===== src/rtl/alu8_pkg.sv =====
package alu8_pkg;

    typedef enum logic [3:0] {
        OP_AND = 4'd0,
        OP_OR  = 4'd1,
        OP_XOR = 4'd2,
        OP_INC = 4'd3,
        OP_DEC = 4'd4,
        OP_ADD = 4'd5,
        OP_SUB = 4'd6,
        OP_CMP = 4'd7,
        OP_SHL = 4'd8,
        OP_SHR = 4'd9,
        OP_ROL = 4'd10,
        OP_ROR = 4'd11,
        OP_BIT = 4'd12
    } alu_op_e;

    typedef enum logic [1:0] {
        LG_AND = 2'd0,
        LG_OR  = 2'd1,
        LG_XOR = 2'd2
    } logic_sel_e;

    typedef enum logic [1:0] {
        AR_INC = 2'd0,
        AR_DEC = 2'd1,
        AR_ADD = 2'd2,
        AR_SUB = 2'd3
    } arith_sel_e;

    typedef enum logic [1:0] {
        SH_LEFT  = 2'd0,
        SH_RIGHT = 2'd1,
        RO_LEFT  = 2'd2,
        RO_RIGHT = 2'd3
    } move_sel_e;

endpackage


===== src/rtl/alu8_logic.sv =====
module alu8_logic
    import alu8_pkg::*;
#(
    parameter int WIDTH = 8
) (
    input  logic_sel_e       sel_i,
    input  logic [WIDTH-1:0] a_i,
    input  logic [WIDTH-1:0] b_i,
    output logic [WIDTH-1:0] res_o
);
    always_comb begin
        unique case (sel_i)
            LG_AND:  res_o = a_i & b_i;
            LG_OR:   res_o = a_i | b_i;
            LG_XOR:  res_o = a_i ^ b_i;
            default: res_o = a_i;
        endcase
    end
endmodule


===== src/rtl/alu8_arith.sv =====
module alu8_arith
    import alu8_pkg::*;
#(
    parameter int WIDTH = 8
) (
    input  arith_sel_e       sel_i,
    input  logic [WIDTH-1:0] a_i,
    input  logic [WIDTH-1:0] b_i,
    output logic [WIDTH-1:0] res_o,
    output logic             c_o,
    output logic             v_o
);
    localparam int MSB = WIDTH - 1;

    logic [WIDTH-1:0] opnd;
    logic [WIDTH:0]   wide;
    logic             is_sub;
    logic             is_step;

    always_comb begin
        is_step = (sel_i == AR_INC) || (sel_i == AR_DEC);
        is_sub  = (sel_i == AR_DEC) || (sel_i == AR_SUB);
        opnd    = is_step ? WIDTH'(1) : b_i;
        if (is_sub) begin
            wide = {1'b0, a_i} - {1'b0, opnd};
        end else begin
            wide = {1'b0, a_i} + {1'b0, opnd};
        end
        res_o = wide[WIDTH-1:0];
        c_o   = wide[WIDTH];
        if (is_step) begin
            v_o = wide[WIDTH];
        end else if (is_sub) begin
            v_o = (a_i[MSB] != opnd[MSB]) && (res_o[MSB] != a_i[MSB]);
        end else begin
            v_o = (a_i[MSB] == opnd[MSB]) && (res_o[MSB] != a_i[MSB]);
        end
    end
endmodule


===== src/rtl/alu8_shift.sv =====
module alu8_shift
    import alu8_pkg::*;
#(
    parameter int WIDTH = 8,
    parameter int CNT_W = $clog2(WIDTH)
) (
    input  move_sel_e        sel_i,
    input  logic [WIDTH-1:0] a_i,
    input  logic [CNT_W-1:0] n_i,
    output logic [WIDTH-1:0] res_o,
    output logic             c_o
);
    localparam int DW = 2 * WIDTH;

    logic [WIDTH:0] shl_w;
    logic [WIDTH:0] shr_w;
    logic [DW-1:0]  rol_w;
    logic [DW-1:0]  ror_w;
    logic           nz;

    always_comb begin
        nz    = (n_i != '0);
        shl_w = {1'b0, a_i} << n_i;
        shr_w = {a_i, 1'b0} >> n_i;
        rol_w = {a_i, a_i} << n_i;
        ror_w = {a_i, a_i} >> n_i;
        unique case (sel_i)
            SH_LEFT: begin
                res_o = shl_w[WIDTH-1:0];
                c_o   = shl_w[WIDTH];
            end
            SH_RIGHT: begin
                res_o = shr_w[WIDTH:1];
                c_o   = shr_w[0];
            end
            RO_LEFT: begin
                res_o = rol_w[DW-1:WIDTH];
                c_o   = nz & res_o[0];
            end
            default: begin
                res_o = ror_w[WIDTH-1:0];
                c_o   = nz & res_o[WIDTH-1];
            end
        endcase
    end
endmodule


===== src/rtl/alu8_core.sv =====
module alu8_core
    import alu8_pkg::*;
#(
    parameter int WIDTH = 8,
    parameter int OP_W  = 4,
    parameter int CNT_W = $clog2(WIDTH)
) (
    input  logic [OP_W-1:0]  op_i,
    input  logic [WIDTH-1:0] opa_i,
    input  logic [WIDTH-1:0] opb_i,
    input  logic [CNT_W-1:0] cnt_i,
    input  logic             zf_i,
    input  logic             cf_i,
    input  logic             of_i,
    input  logic             sf_i,
    output logic [WIDTH-1:0] result_o,
    output logic             wr_en_o,
    output logic             zf_o,
    output logic             cf_o,
    output logic             of_o,
    output logic             sf_o
);
    localparam int MSB = WIDTH - 1;

    logic_sel_e       lg_sel;
    arith_sel_e       ar_sel;
    move_sel_e        mv_sel;
    logic [WIDTH-1:0] lg_res;
    logic [WIDTH-1:0] ar_res;
    logic [WIDTH-1:0] mv_res;
    logic             ar_c;
    logic             ar_v;
    logic             mv_c;

    always_comb begin
        lg_sel = logic_sel_e'(op_i[1:0]);
        unique case (op_i)
            OP_INC:  ar_sel = AR_INC;
            OP_DEC:  ar_sel = AR_DEC;
            OP_ADD:  ar_sel = AR_ADD;
            default: ar_sel = AR_SUB;
        endcase
        mv_sel = move_sel_e'(op_i[1:0]);
    end

    alu8_logic #(.WIDTH(WIDTH)) u_logic (
        .sel_i (lg_sel),
        .a_i   (opa_i),
        .b_i   (opb_i),
        .res_o (lg_res)
    );

    alu8_arith #(.WIDTH(WIDTH)) u_arith (
        .sel_i (ar_sel),
        .a_i   (opa_i),
        .b_i   (opb_i),
        .res_o (ar_res),
        .c_o   (ar_c),
        .v_o   (ar_v)
    );

    alu8_shift #(.WIDTH(WIDTH), .CNT_W(CNT_W)) u_shift (
        .sel_i (mv_sel),
        .a_i   (opa_i),
        .n_i   (cnt_i),
        .res_o (mv_res),
        .c_o   (mv_c)
    );

    always_comb begin
        result_o = opa_i;
        wr_en_o  = 1'b0;
        zf_o     = zf_i;
        cf_o     = cf_i;
        of_o     = of_i;
        sf_o     = sf_i;
        case (op_i)
            OP_AND, OP_OR, OP_XOR: begin
                result_o = lg_res;
                wr_en_o  = 1'b1;
                zf_o     = (lg_res == '0);
                sf_o     = lg_res[MSB];
            end
            OP_INC, OP_DEC, OP_ADD, OP_SUB: begin
                result_o = ar_res;
                wr_en_o  = 1'b1;
                zf_o     = (ar_res == '0);
                cf_o     = ar_c;
                of_o     = ar_v;
                sf_o     = ar_res[MSB];
            end
            OP_CMP: begin
                zf_o = (ar_res == '0);
                cf_o = ar_c;
                of_o = ar_v;
                sf_o = ar_res[MSB];
            end
            OP_SHL, OP_SHR, OP_ROL, OP_ROR: begin
                result_o = mv_res;
                wr_en_o  = 1'b1;
                zf_o     = (mv_res == '0);
                cf_o     = mv_c;
                sf_o     = mv_res[MSB];
            end
            OP_BIT: begin
                zf_o = opa_i[cnt_i];
            end
            default: begin
            end
        endcase
    end

    always_comb begin
        if (wr_en_o) begin
            assert_zero_tracks_R2: assert (zf_o == (result_o == '0));
            assert_sign_tracks_R2: assert (sf_o == result_o[MSB]);
        end
        if (op_i == OP_AND || op_i == OP_OR || op_i == OP_XOR) begin
            assert_logic_keeps_cv_R1: assert (cf_o == cf_i && of_o == of_i);
        end
        if (op_i == OP_INC || op_i == OP_DEC) begin
            assert_step_wrap_R3: assert (of_o == cf_o);
        end
        if (op_i == OP_CMP) begin
            assert_cmp_no_write_R6: assert (!wr_en_o && result_o == opa_i);
        end
        if (op_i >= OP_SHL && op_i <= OP_ROR) begin
            assert_move_keeps_v_R7: assert (of_o == of_i);
            if (cnt_i == '0) begin
                assert_zero_count_R9: assert (result_o == opa_i && !cf_o);
            end
        end
        if (op_i == OP_ROL) begin
            assert_rol_carry_R8: assert (cnt_i == '0 || cf_o == result_o[0]);
        end
        if (op_i == OP_BIT) begin
            assert_bit_only_z_R10: assert (!wr_en_o && cf_o == cf_i && of_o == of_i && sf_o == sf_i);
        end
        if (op_i > OP_BIT) begin
            assert_unused_idle_R11: assert (!wr_en_o && zf_o == zf_i && cf_o == cf_i && of_o == of_i && sf_o == sf_i);
        end
    end
endmodule


===== config.mk =====
export PLATFORM = sky130hd
export DESIGN_NAME = alu8_core
export DESIGN_NICKNAME = d
export VERILOG_FILES = /design/src/rtl/alu8_pkg.sv /design/src/rtl/alu8_logic.sv /design/src/rtl/alu8_arith.sv /design/src/rtl/alu8_shift.sv /design/src/rtl/alu8_core.sv
export SDC_FILE = /design/constraint.sdc
export NUM_CORES = 1
export LEC_CHECK = 0
export BUFFER_PORTS_ARGS = -buffer_cell sky130_fd_sc_hd__buf_2
export CAP_MARGIN = 5
export CORE_MARGIN = 1.5
export CORE_UTILIZATION = 55
export DETAILED_ROUTE_END_ITERATION = 6
export PLACE_DENSITY = 0.82
export SYNTH_ARGS = -nofsm -noshare
export SYNTH_HDL_FRONTEND = slang
export SYNTH_SLANG_ARGS = --single-unit

===== constraint.sdc =====
create_clock -name vclk -period 3.45
set_input_delay 0.1725 -clock vclk [all_inputs]
set_output_delay 0.1725 -clock vclk [all_outputs]
set_load 0.02 [all_outputs]

# Word-level counts from Yosys, hierarchy flattened
# Index checks and enable logic that the tools add are counted.
dict set report word_totals {
  regBits 0
  out_inout_bits 13
  word_cells 63
  in_bits 27
}
dict set report classes {
  n_shift 4
  bitwise_logic 5
  muxes 16
  order_cmp 1
  add_sub_neg 2
  eq_ne 19
  n_reduce_logical 16
}
# op n
set op_table {}
lappend op_table {{$pmux W8 S3} 3}
lappend op_table {{$logic_not A8 Y1} 3}
lappend op_table {{$eq A4 B4 Y1 const B} 5}
lappend op_table {{$eq A4 B3 Y1 const B} 4}
lappend op_table {{$shl A16 B3 Y16} 1}
lappend op_table {{$shr A16 B3 Y8} 1}
lappend op_table {{$reduce_or A11 Y1} 1}
lappend op_table {{$add A8 B8 Y9} 1}
lappend op_table {{$mux W9} 1}
lappend op_table {{$shl A8 B3 Y9} 1}
lappend op_table {{$shr A9 B3 Y9} 1}
lappend op_table {{$sub A8 B8 Y9} 1}
lappend op_table {{$and A8 B8 Y8} 1}
lappend op_table {{$eq A4 B2 Y1 const B} 2}
lappend op_table {{$mux W8} 1}
lappend op_table {{$or A8 B8 Y8} 1}
lappend op_table {{$reduce_or A4 Y1} 2}
lappend op_table {{$xor A8 B8 Y8} 1}
lappend op_table {{$pmux W1 S3} 2}
lappend op_table {{$pmux W2 S3} 1}
lappend op_table {{$mux W1} 5}
lappend op_table {{$reduce_or A5 Y1} 1}
lappend op_table {{$eq A2 B1 Y1 const B} 2}
lappend op_table {{$eq A2 B2 Y1 const B} 2}
lappend op_table {{14 further kinds} 19}

# Longest topological paths before layout
# Gate-level depths: netlist of run 1.
dict set report depth {
  ltp_word 12
  mapped_depth 19
  mapped_depth_nobuf 17
}

# By module
# From an unflattened synthesis of run 1, not the netlist that was laid out.
dict set report hier_totals {
  hier_cells 389
  hier_area_um2 2944.1
}
# module instances cells_per_inst area_each_um2
set modules_own_cells {}
lappend modules_own_cells {alu8_shift 1 132 1072.3}
lappend modules_own_cells {alu8_core 1 113 749.5}
lappend modules_own_cells {alu8_arith 1 94 629.4}
lappend modules_own_cells {alu8_logic 1 50 493.0}

# Worst setup path before layout of run 1
# No wires, ideal clock.
dict set report synth_timing {
  path_type {input -> output}
  startpoint {input op_i[1]}
  endpoint {output result_o[6]}
  cell_stages 17
  arrival_ps 3554
  n_path_buf 2
  required_time_ps 3277
  setup_slack_ps -276
  path_cell_list {buf_2 and3b_1 o21ai_0 clkbuf_1 nand2_1 inv_1 ha_1 nor2_1 xor2_1 ha_1 nor2b_1 o31a_1 o31a_1 a21o_1 a21oi_1 o21ai_0 a221oi_1}
}
dict set report synth_between {
  elab_chain_len 8
}
# element line_no
set synth_lines {}
lappend synth_lines {{from (decl)} alu8_core.sv:8} ;# input logic [OP_W-1:0] op_i,
lappend synth_lines {{$eq A4 B3 Y1 or $eq A4 B2 Y1 (tied branches)} {alu8_core.sv:37, alu8_core.sv:77}}
lappend synth_lines {{$pmux W2 S3} alu8_core.sv:37} ;# unique case (op_i)
lappend synth_lines {{$eq A2 B1 Y1 or $logic_not A2 Y1 (tied branches)} {alu8_arith.sv:21, alu8_arith.sv:22}}
lappend synth_lines {{$logic_or A1 B1 Y1} alu8_arith.sv:21} ;# is_step = (sel_i == AR_INC) || (sel_i == AR_DEC);
lappend synth_lines {{$mux W8} alu8_arith.sv:23} ;# opnd = is_step ? WIDTH'(1) : b_i;
lappend synth_lines {{$add A8 B8 Y9 or $sub A8 B8 Y9 (tied branches)} {alu8_arith.sv:27, alu8_arith.sv:25}}
lappend synth_lines {{$mux W9} alu8_arith.sv:24} ;# if (is_sub) begin
lappend synth_lines {{$pmux W8 S3 (*)} alu8_core.sv:77} ;# case (op_i)
lappend synth_lines {{to (decl)} alu8_core.sv:16} ;# output logic [WIDTH-1:0] result_o,
# Every way passes the cells marked *; elsewhere a longest branch is shown, timed or not.

# Worst setup path in the final report of run 1
dict set report layout_timing {
  startpoint {input op_i[1]}
  endpoint {output cf_o}
}
dict set report layout_between {
  elab_chain_len 8
}
# element line_no
set layout_lines {}
lappend layout_lines {{$eq A4 B3 Y1 or $eq A4 B2 Y1 (tied branches)} {alu8_core.sv:37, alu8_core.sv:77}}
lappend layout_lines {{$pmux W2 S3} alu8_core.sv:37}
lappend layout_lines {{$eq A2 B1 Y1 or $logic_not A2 Y1 (tied branches)} {alu8_arith.sv:21, alu8_arith.sv:22}}
lappend layout_lines {{$logic_or A1 B1 Y1} alu8_arith.sv:21}
lappend layout_lines {{$mux W8} alu8_arith.sv:23}
lappend layout_lines {{$add A8 B8 Y9 or $sub A8 B8 Y9 (tied branches)} {alu8_arith.sv:27, alu8_arith.sv:25}}
lappend layout_lines {{$mux W9} alu8_arith.sv:24}
lappend layout_lines {{$pmux W1 S2 (*)} alu8_core.sv:77}
lappend layout_lines {{to (decl)} alu8_core.sv:19} ;# output logic cf_o,
# Marks and branches as above.

==> impl_metrics.py, run 1 <==
metrics = {
    "global_route": {
        "pin_count_of_the_biggest_net_entering_global_routing": 38,
        "use_met2": 0.5111,
        "grtUsageTotal": 0.3243,
        "gr_ovfl_total": 0,
        "first_global_vias": 2664,
        "antenna_found_initial": 0,
        "global_route_met1_utilization": 0.4688,
        "grt-busiest-layer": "met2",
        "global_route_wire_length_before_repair_um": 13120,
        "grtUsageMet3": 0.03608,
    },
    "critical_path": {
        "crit_path_top_delay_cell": "sky130_fd_sc_hd__or3_4",
        "crit_path_end_kind": "output pin",
        "crit_chain": "buf_8 -> and3b_2 -> o21ai_4 -> nand2_2 -> inv_2 -> ha_4 -> nor2_4 -> xor2_1 -> ha_1 -> nor2b_4 -> o31a_1 -> o31a_1 -> o21a_1 -> o21ai_2 -> a21oi_2 -> or3_4 -> buf_6",
        "path_buf_inv": 3,
        "worst_setup_path_start_kind": "input port",
        "timing.critical_path.fanout_max": 4,
        "cp_data_required_time_ns": 3.28,
        "crit_path_frequent_cell": "sky130_fd_sc_hd__o31a_1",
        "path_delay_family": "compound AO/OA/AOI/OAI gates",
        "criticalPathCategory": "in2out",
        "worst-endpoint-arrival_ns": 3.31,
        "slowest_delay_ns": 0.35,
    },
    "die": {
        "core.rowCount": 24,
        "floorplan.initialDensity": 0.5678,
        "dieArea_sq_um": 4906,
        "fp.dieH_um": 70.05,
        "floorplan.core_area_sq_um": 4354,
        "num_io_pins": 40,
        "die-width_um": 70.05,
    },
    "sta": {
        "finalCriticalPeriod_ns": 3.479,
        "layout_setup_ws_ns": -0.02929,
        "hold_violations": 0,
        "fmaxAchievable_mhz": 287.4,
        "slew_violations": 0,
        "final_min_period_over_clock_period": 1.008,
        "relative_max_transition_margin": 0.5010,
        "report.final.setup_viol": 1,
        "measured_slew_at_the_worst_slew_check_pin_ns": 0.7406,
        "rsz0062_at_grt": "yes",
    },
    "layout": {
        "layout-area-overhead-vs-synth_pct": 19.64,
        "nClkBuffers": 0,
        "register_area_sq_um": 0,
        "drive_gt1_frac": 0.2898,
        "layout.sequential_cells": 0,
        "layout.filler_cells": 349,
        "final_design_area_no_fill_sq_um": 2958,
        "multi_input_area_sq_um": 2340,
        "final_antenna_diode_count": 0,
        "finish.net_count": 438,
    },
    "drt": {
        "number_of_vias_after_detailed_routing": 3005,
        "wl_um": 8308,
        "routed_via_density": 6.908,
        "final_antenna_net_count": 0,
        "detail_route.iter0.violations": 385,
        "drc": 0,
        "wire_per_inst_um": 19.10,
        "detail_route.first_pass.iterations": 5,
    },
    "placed_design": {
        "place_congestion": 0.9464,
        "dp_worst_setup_slack_ns": -0.1564,
        "placed_area_sq_um": 2796,
        "io_buffer_count": 40,
        "dp_hpwl_um": 6089,
    },
    "synth": {
        "yosys.cell_count.top_type": "sky130_fd_sc_hd__nor2_1",
        "synth.top_cells.by_area": "sky130_fd_sc_hd__ha_1 (13%), sky130_fd_sc_hd__mux4_2 (9.1%), sky130_fd_sc_hd__mux4_1 (6.4%), sky130_fd_sc_hd__nor2_1 (5.9%), sky130_fd_sc_hd__a21oi_1 (5.7%)",
        "post-synth-top-area-fraction": 0.1265,
        "synthesis.area_sq_um": 2472,
        "synth_cells": 348,
        "synth_warnings": 0,
        "count_of_unique_library_cells_instantiated_by_yosys": 56,
        "ys_seq_area_frac": 0,
        "postSynthAreaPerCell_sq_um": 7.105,
        "synth_area_leader_cell": "sky130_fd_sc_hd__ha_1",
        "synthesis.nets": 401,
        "netlist_top_cells_count": "sky130_fd_sc_hd__nor2_1 (39), sky130_fd_sc_hd__inv_1 (29), sky130_fd_sc_hd__a21oi_1 (28), sky130_fd_sc_hd__nand2_1 (26), sky130_fd_sc_hd__ha_1 (25)",
    },
    "outcome": {
        "outcome": "finished with violations",
        "violations_in_the_final_reports": "setup timing",
    },
    "power": {
        "irDropWorstVdd_v": 0.00008017,
        "power.density_nw_per_um2": 187.0,
        "cellLeakagePower_nw": 1.330,
        "report.power.total_w": 0.0005532,
    },
    "run": {
        "max-cap-violations": 0,
    },
    "worst_hold_path": {
        "min_path_type": "in2out",
    },
}
[final timing paths]
| kind | startpoint | end | slack, ns | cells past startpoint |
|---|---|---|---|---|
| setup / recovery | op_i[1] | cf_o | -0.03 | 17 |
| hold / removal | of_i | of_o | 0.68 | 3 |
[what timing repair did]
| item | CTS | global route |
|---|---|---|
| endpoints found under the setup margin | 7 | 7 |
| pin swaps | 1 | 18 |
| buffers inserted | 0 | 1 |
| gates resized for setup | 4 | 40 |
| hold buffers | 0 | 0 |
[layout by cell type, fill, tap and decap left out, drive strengths merged, types with 7 or more instances in the layout]
master / n
nand3: 10
mux2: 7
nand2: 26
a21oi: 28
nor2: 39
ha: 25
buf: 65
o21ai: 23
inv: 29
mux4: 16
mux2i: 11
o21a: 8
[per-layer routing]
layer  wire [um]  up-vias
met5           0        -
met4         221        0
met3         783       22
met2        3861      196
met1        3441     1415
li1            -     1372
[kinds of logic after synthesis]
logic type / count (synthesis) / share of synthesized area
compound gates: 108 / 0.2910
mux: 34 / 0.2313
xor+xnor: 7 / 0.02480
simple gates: 113 / 0.2171
buf+inv: 60 / 0.1012
fa+ha+maj: 26 / 0.1346
[layout make-up]
class                      instances  share of cell area
inverter                          30             0.03807
timing repair buffer              65              0.1489
tap                               52             0.02200
multi-input combinational        288              0.7910
[through the flow]
step	hold WS, ns	util	TNS, ns	std cells
after floorplan	0.5509	-	0	348
after global placement	0.6845	0.6422	-0.07161	434
after detailed placement	0.6859	0.6422	-0.6565	434
after CTS	0.6854	0.6448	0	434
after global routing	0.7026	0.6793	-0.3821	435
final	0.6819	0.6793	-0.02929	435
[power breakdown]
group | leakage [nW] | total, W | internal (W) | switching, W
clock | 0 | 0 | 0 | 0
combinational | 1.33 | 0.000553 | 0.000240 | 0.000313
sequential | 0 | 0 | 0 | 0
total | 1.33 | 0.000553 | 0.000240 | 0.000313
[worst min-delay path: stages]
cell and delay, ns:
sky130_fd_sc_hd__buf_2 0.08, sky130_fd_sc_hd__a221o_1 0.14, sky130_fd_sc_hd__buf_6 0.11
No activity file was read; power rests on OpenSTA's default activity.
==> run 2: changes to the inputs <==
CORE_UTILIZATION = 60   (was 55)
PLACE_DENSITY = 0.85   (was 0.82)
clock period = 4.35 ns   (was 3.45 ns; I/O delays follow)
==> run 2 against run 1 <==
The run now ends clean. Critical path depth is the same. Worst setup slack gained 0.36 ns. Sequential share of layout area is the same. First-iteration DRC count grew 23%. Total power shrank 31%. Core utilization shrank 1.5 points. Non-clock buffer count shrank 20. Critical path type unchanged. Critical endpoint unchanged. Largest cell class unchanged.
==> impl_metrics.py, run 2 (synthesis gave the netlist of run 1 again) <==
metrics = {
    "outcome": {
        "outcome": "finished, final reports clean",
    },
    "drt": {
        "number_of_vias_after_detailed_routing": 2861,
        "drc": 0,
        "wire_per_inst_um": 18.79,
        "final_antenna_net_count": 0,
        "wl_um": 7781,
        "routed_via_density": 6.911,
        "detail_route.iter0.violations": 475,
        "detail_route.first_pass.iterations": 7,
    },
    "layout": {
        "finish.net_count": 418,
        "layout.sequential_cells": 0,
        "final_design_area_no_fill_sq_um": 2638,
        "final_common_cell": "sky130_fd_sc_hd__buf_2",
        "register_area_sq_um": 0,
        "nClkBuffers": 0,
        "layout-area-overhead-vs-synth_pct": 6.680,
        "drive_gt1_frac": 0.1873,
        "mostFrequentLayoutCells": "sky130_fd_sc_hd__buf_2 (40), sky130_fd_sc_hd__nor2_1 (39), sky130_fd_sc_hd__inv_1 (29)",
    },
    "die": {
        "floorplan.initialDensity": 0.6226,
        "die-width_um": 67.19,
        "floorplan.core_area_sq_um": 3971,
        "num_io_pins": 40,
        "core.rowCount": 23,
        "fp.dieH_um": 67.19,
        "dieArea_sq_um": 4515,
    },
    "critical_path": {
        "slowest_delay_ns": 0.40,
        "crit_chain": "buf_2 -> and3b_1 -> o21ai_0 -> nand2_1 -> inv_1 -> ha_1 -> nor2_1 -> xor2_1 -> ha_1 -> nor2b_1 -> o31a_1 -> o31a_1 -> o21a_1 -> o21ai_0 -> a21oi_1 -> or3_1 -> buf_2",
        "timing.critical_path.fanout_max": 8,
        "worst_setup_path_start_kind": "input port",
        "worst-endpoint-arrival_ns": 3.80,
        "cp_data_required_time_ns": 4.13,
        "crit_path_top_delay_cell": "sky130_fd_sc_hd__o21ai_0",
        "crit_path_end_kind": "output pin",
        "criticalPathCategory": "in2out",
    },
    "power": {
        "power.density_nw_per_um2": 144.4,
        "irDropWorstVdd_v": 0.00008347,
        "cellLeakagePower_nw": 1.202,
    },
    "global_route": {
        "global_route_wire_length_before_repair_um": 12180,
        "gr_ovfl_total": 0,
        "first_global_vias": 2424,
        "pin_count_of_the_biggest_net_entering_global_routing": 33,
        "grtUsageTotal": 0.3492,
        "antenna_found_initial": 1,
    },
    "placed_design": {
        "dp_hpwl_um": 5908,
        "io_buffer_count": 40,
        "placed_area_sq_um": 2635,
        "place_congestion": 1.028,
    },
    "sta": {
        "report.final.setup_viol": 0,
        "worst_hold_margin_ns": 0.7847,
        "relative_max_transition_margin": 0.5349,
        "finalCriticalPeriod_ns": 4.015,
        "rsz0062_at_grt": "no",
        "fmaxAchievable_mhz": 249.1,
        "setup_tns_ns": 0,
        "hold_violations": 0,
        "final_min_period_over_clock_period": 0.9229,
        "measured_slew_at_the_worst_slew_check_pin_ns": 0.6904,
        "slew_violations": 0,
    },
    "clocking": {
        "holdBufCountCts": 0,
        "post_cts_buffers": 0,
        "post_cts_resized": 0,
    },
    "worst_hold_path": {
        "min_path_type": "in2out",
    },
    "run": {
        "max-cap-violations": 0,
    },
}
## run 2: critical path, delay by kind of cell
kind            cells  cell delay (ns)
fa+ha+maj           2             0.59
xor+xnor            1             0.17
buf+inv             3             0.39
compound gates      6             1.46
simple gates        5             0.99
## run 2: where the power goes
group | switching, W | internal, W
logic | 0.000230 | 0.000151
clock network | 0 | 0.0000000000309
registers | 0 | 0
total | 0.000230 | 0.000151
## run 2: path summary, 6_finish.rpt
path,end,startpoint,slack [ns],depth (start not counted)
setup / recovery,cf_o,op_i[0],0.34,17
hold / removal,of_o,of_i,0.78,3
## run 2: final cells by class
cell class / instances / area (sq um)
inverters: 30 / 112.6
diodes: 1 / 2.502
fillers: 351 / 1334
well taps: 50 / 62.56
repair buffers: 45 / 237.7
multi-input cells: 288 / 2222
## run 2: metrics by stage
step / std cells / setup WS [ns] / total power [W] / utilization
finish: 414 / 0.3355 / 0.0003809 / 0.6641
global route: 414 / 0.04501 / 0.0004119 / 0.6641
CTS: 413 / 0.4291 / 0.0003701 / 0.6635
detailed placement: 413 / 0.4450 / 0.0003683 / 0.6635
global placement: 413 / 0.5864 / 0.0003597 / 0.6635
floorplan: 348 / 0.5339 / 0.0002732 / -
## run 2: routing by layer
layer  vias to the layer above  share of wire  global-route usage  wire length (um)
li1                       1331              -                   -                 -
met4                         0          0.014             0.07143               112
met1                      1321           0.42              0.5165              3272
met2                       187           0.45              0.5334              3471
met5                         -              0                   0                 0
met3                        22           0.12             0.05833               924
==> run 3: changes to the inputs <==
CORE_UTILIZATION = 64   (was 60)
PLACE_DENSITY = 0.9   (was 0.85)
==> run 3 against run 2 <==
First-iteration DRC count down 33%. Final area down 0.19%. Combinational power about the same. Sequential cell count unchanged. Hold slack better by 0.0033 ns. Critical path depth unchanged. Via count up 0.42%. Total power down 0.57%. Cell count down 0.72%. Clock-buffer cell count unchanged. Critical path type unchanged.
==> impl_metrics.py, run 3 (synthesis gave the netlist of run 1 again) <==
metrics = {
    "critical_path": {
        "criticalPathCategory": "in2out",
        "crit_path_top_delay_cell": "sky130_fd_sc_hd__o21ai_0",
        "path_delay_family": "compound AO/OA/AOI/OAI gates",
        "cp_data_required_time_ns": 4.13,
        "crit_chain": "buf_2 -> and3b_1 -> o21ai_0 -> nand2_1 -> inv_1 -> ha_1 -> nor2_1 -> xor2_1 -> ha_1 -> nor2b_1 -> o31a_1 -> o31a_1 -> o21a_1 -> o21ai_0 -> a21oi_1 -> or3_1 -> buf_2",
        "crit_path_end_kind": "output pin",
        "timing.critical_path.fanout_max": 9,
        "worst_setup_path_start_kind": "input port",
        "worst-endpoint-arrival_ns": 3.91,
        "path_buf_inv": 3,
        "slowest_delay_ns": 0.51,
    },
    "layout": {
        "final_core_utilization": 0.7137,
        "final_common_cell": "sky130_fd_sc_hd__buf_2",
        "mostFrequentLayoutCells": "sky130_fd_sc_hd__buf_2 (40), sky130_fd_sc_hd__nor2_1 (39), sky130_fd_sc_hd__inv_1 (29)",
        "final_antenna_diode_count": 0,
        "post_layout_nonfiller_instances": 411,
        "layout.sequential_cells": 0,
        "nClkBuffers": 0,
        "register_area_sq_um": 0,
        "layout-area-overhead-vs-synth_pct": 6.478,
        "multi_input_area_sq_um": 2222,
        "finish.net_count": 418,
        "drive_gt1_frac": 0.1873,
        "layout.filler_cells": 310,
    },
    "sta": {
        "final_min_period_over_clock_period": 0.9485,
        "report.final.setup_viol": 0,
        "rsz0062_at_grt": "no",
        "fmaxAchievable_mhz": 242.4,
        "finalCriticalPeriod_ns": 4.126,
        "setup_tns_ns": 0,
        "relative_max_transition_margin": 0.5355,
        "slew_violations": 0,
        "measured_slew_at_the_worst_slew_check_pin_ns": 0.6904,
        "hold_violations": 0,
        "layout_setup_ws_ns": 0.2238,
    },
    "die": {
        "die-width_um": 65.16,
        "dieArea_sq_um": 4245,
        "core.rowCount": 22,
        "num_io_pins": 40,
        "floorplan.initialDensity": 0.6703,
        "fp.dieH_um": 65.16,
        "floorplan.core_area_sq_um": 3689,
    },
    "drt": {
        "detail_route.first_pass.iterations": 7,
        "wl_um": 7628,
        "drc": 0,
        "number_of_vias_after_detailed_routing": 2873,
        "detail_route.iter0.violations": 317,
        "wire_per_inst_um": 18.56,
        "final_antenna_net_count": 0,
        "routed_via_density": 6.990,
    },
    "power": {
        "irDropWorstVdd_v": 0.00007625,
        "cellLeakagePower_nw": 1.202,
        "report.power.total_w": 0.0003787,
        "power.density_nw_per_um2": 143.9,
    },
    "placed_design": {
        "dp_worst_setup_slack_ns": 0.3069,
        "place_congestion": 0.9791,
        "io_buffer_count": 40,
        "dp_hpwl_um": 5864,
        "dpl.cell_count": 411,
    },
    "global_route": {
        "grtUsageTotal": 0.3646,
        "antenna_found_initial": 0,
        "gr_ovfl_total": 0,
        "first_global_vias": 2508,
        "global_route_wire_length_before_repair_um": 12160,
        "pin_count_of_the_biggest_net_entering_global_routing": 35,
    },
    "worst_hold_path": {
        "min_path_type": "in2out",
    },
    "clocking": {
        "post_cts_buffers": 0,
        "post_cts_resized": 0,
        "holdBufCountCts": 0,
    },
    "run": {
        "max-cap-violations": 0,
    },
    "outcome": {
        "outcome": "finished, final reports clean",
    },
}
[run 3: cell types whose count changed in the layout (fill, tap and decap cells not counted), sizes merged]
| cell | change |
|---|---|
| diode | -1 |
[run 3: layer usage]
layer	GRT usage	routed length [um]	up-vias
li1	-	-	1327
met1	0.5113	3220	1330
met2	0.5851	3369	195
met3	0.06507	841	21
met4	0.08854	196	0
met5	0	0	-
[run 3: worst paths after layout]
| check | from | end | slack (ns) | cells after the start |
|---|---|---|---|---|
| setup / recovery | op_i[2] | cf_o | 0.22 | 17 |
| hold / removal | of_i | of_o | 0.79 | 3 |
[run 3: final cells by class]
cell class         instances  area share
repair buffers            45     0.09030
multi-input cells        288      0.8441
inverters                 30     0.04278
well taps                 48     0.02281
[run 3: power breakdown]
group	total, W	internal, W	switching, W
clock network	0	0	0
logic	0.000379	0.000151	0.000228
registers	0	0	0
total	0.000379	0.000151	0.000228
[run 3: per-stage QoR]
step / cell area [sq um] / hold WS (ns)
after floorplan: 2472 / 0.6409
after global placement: 2633 / 0.7758
after detailed placement: 2633 / 0.7934
after CTS: 2633 / 0.7940
after global routing: 2633 / 0.8150
final: 2633 / 0.7881
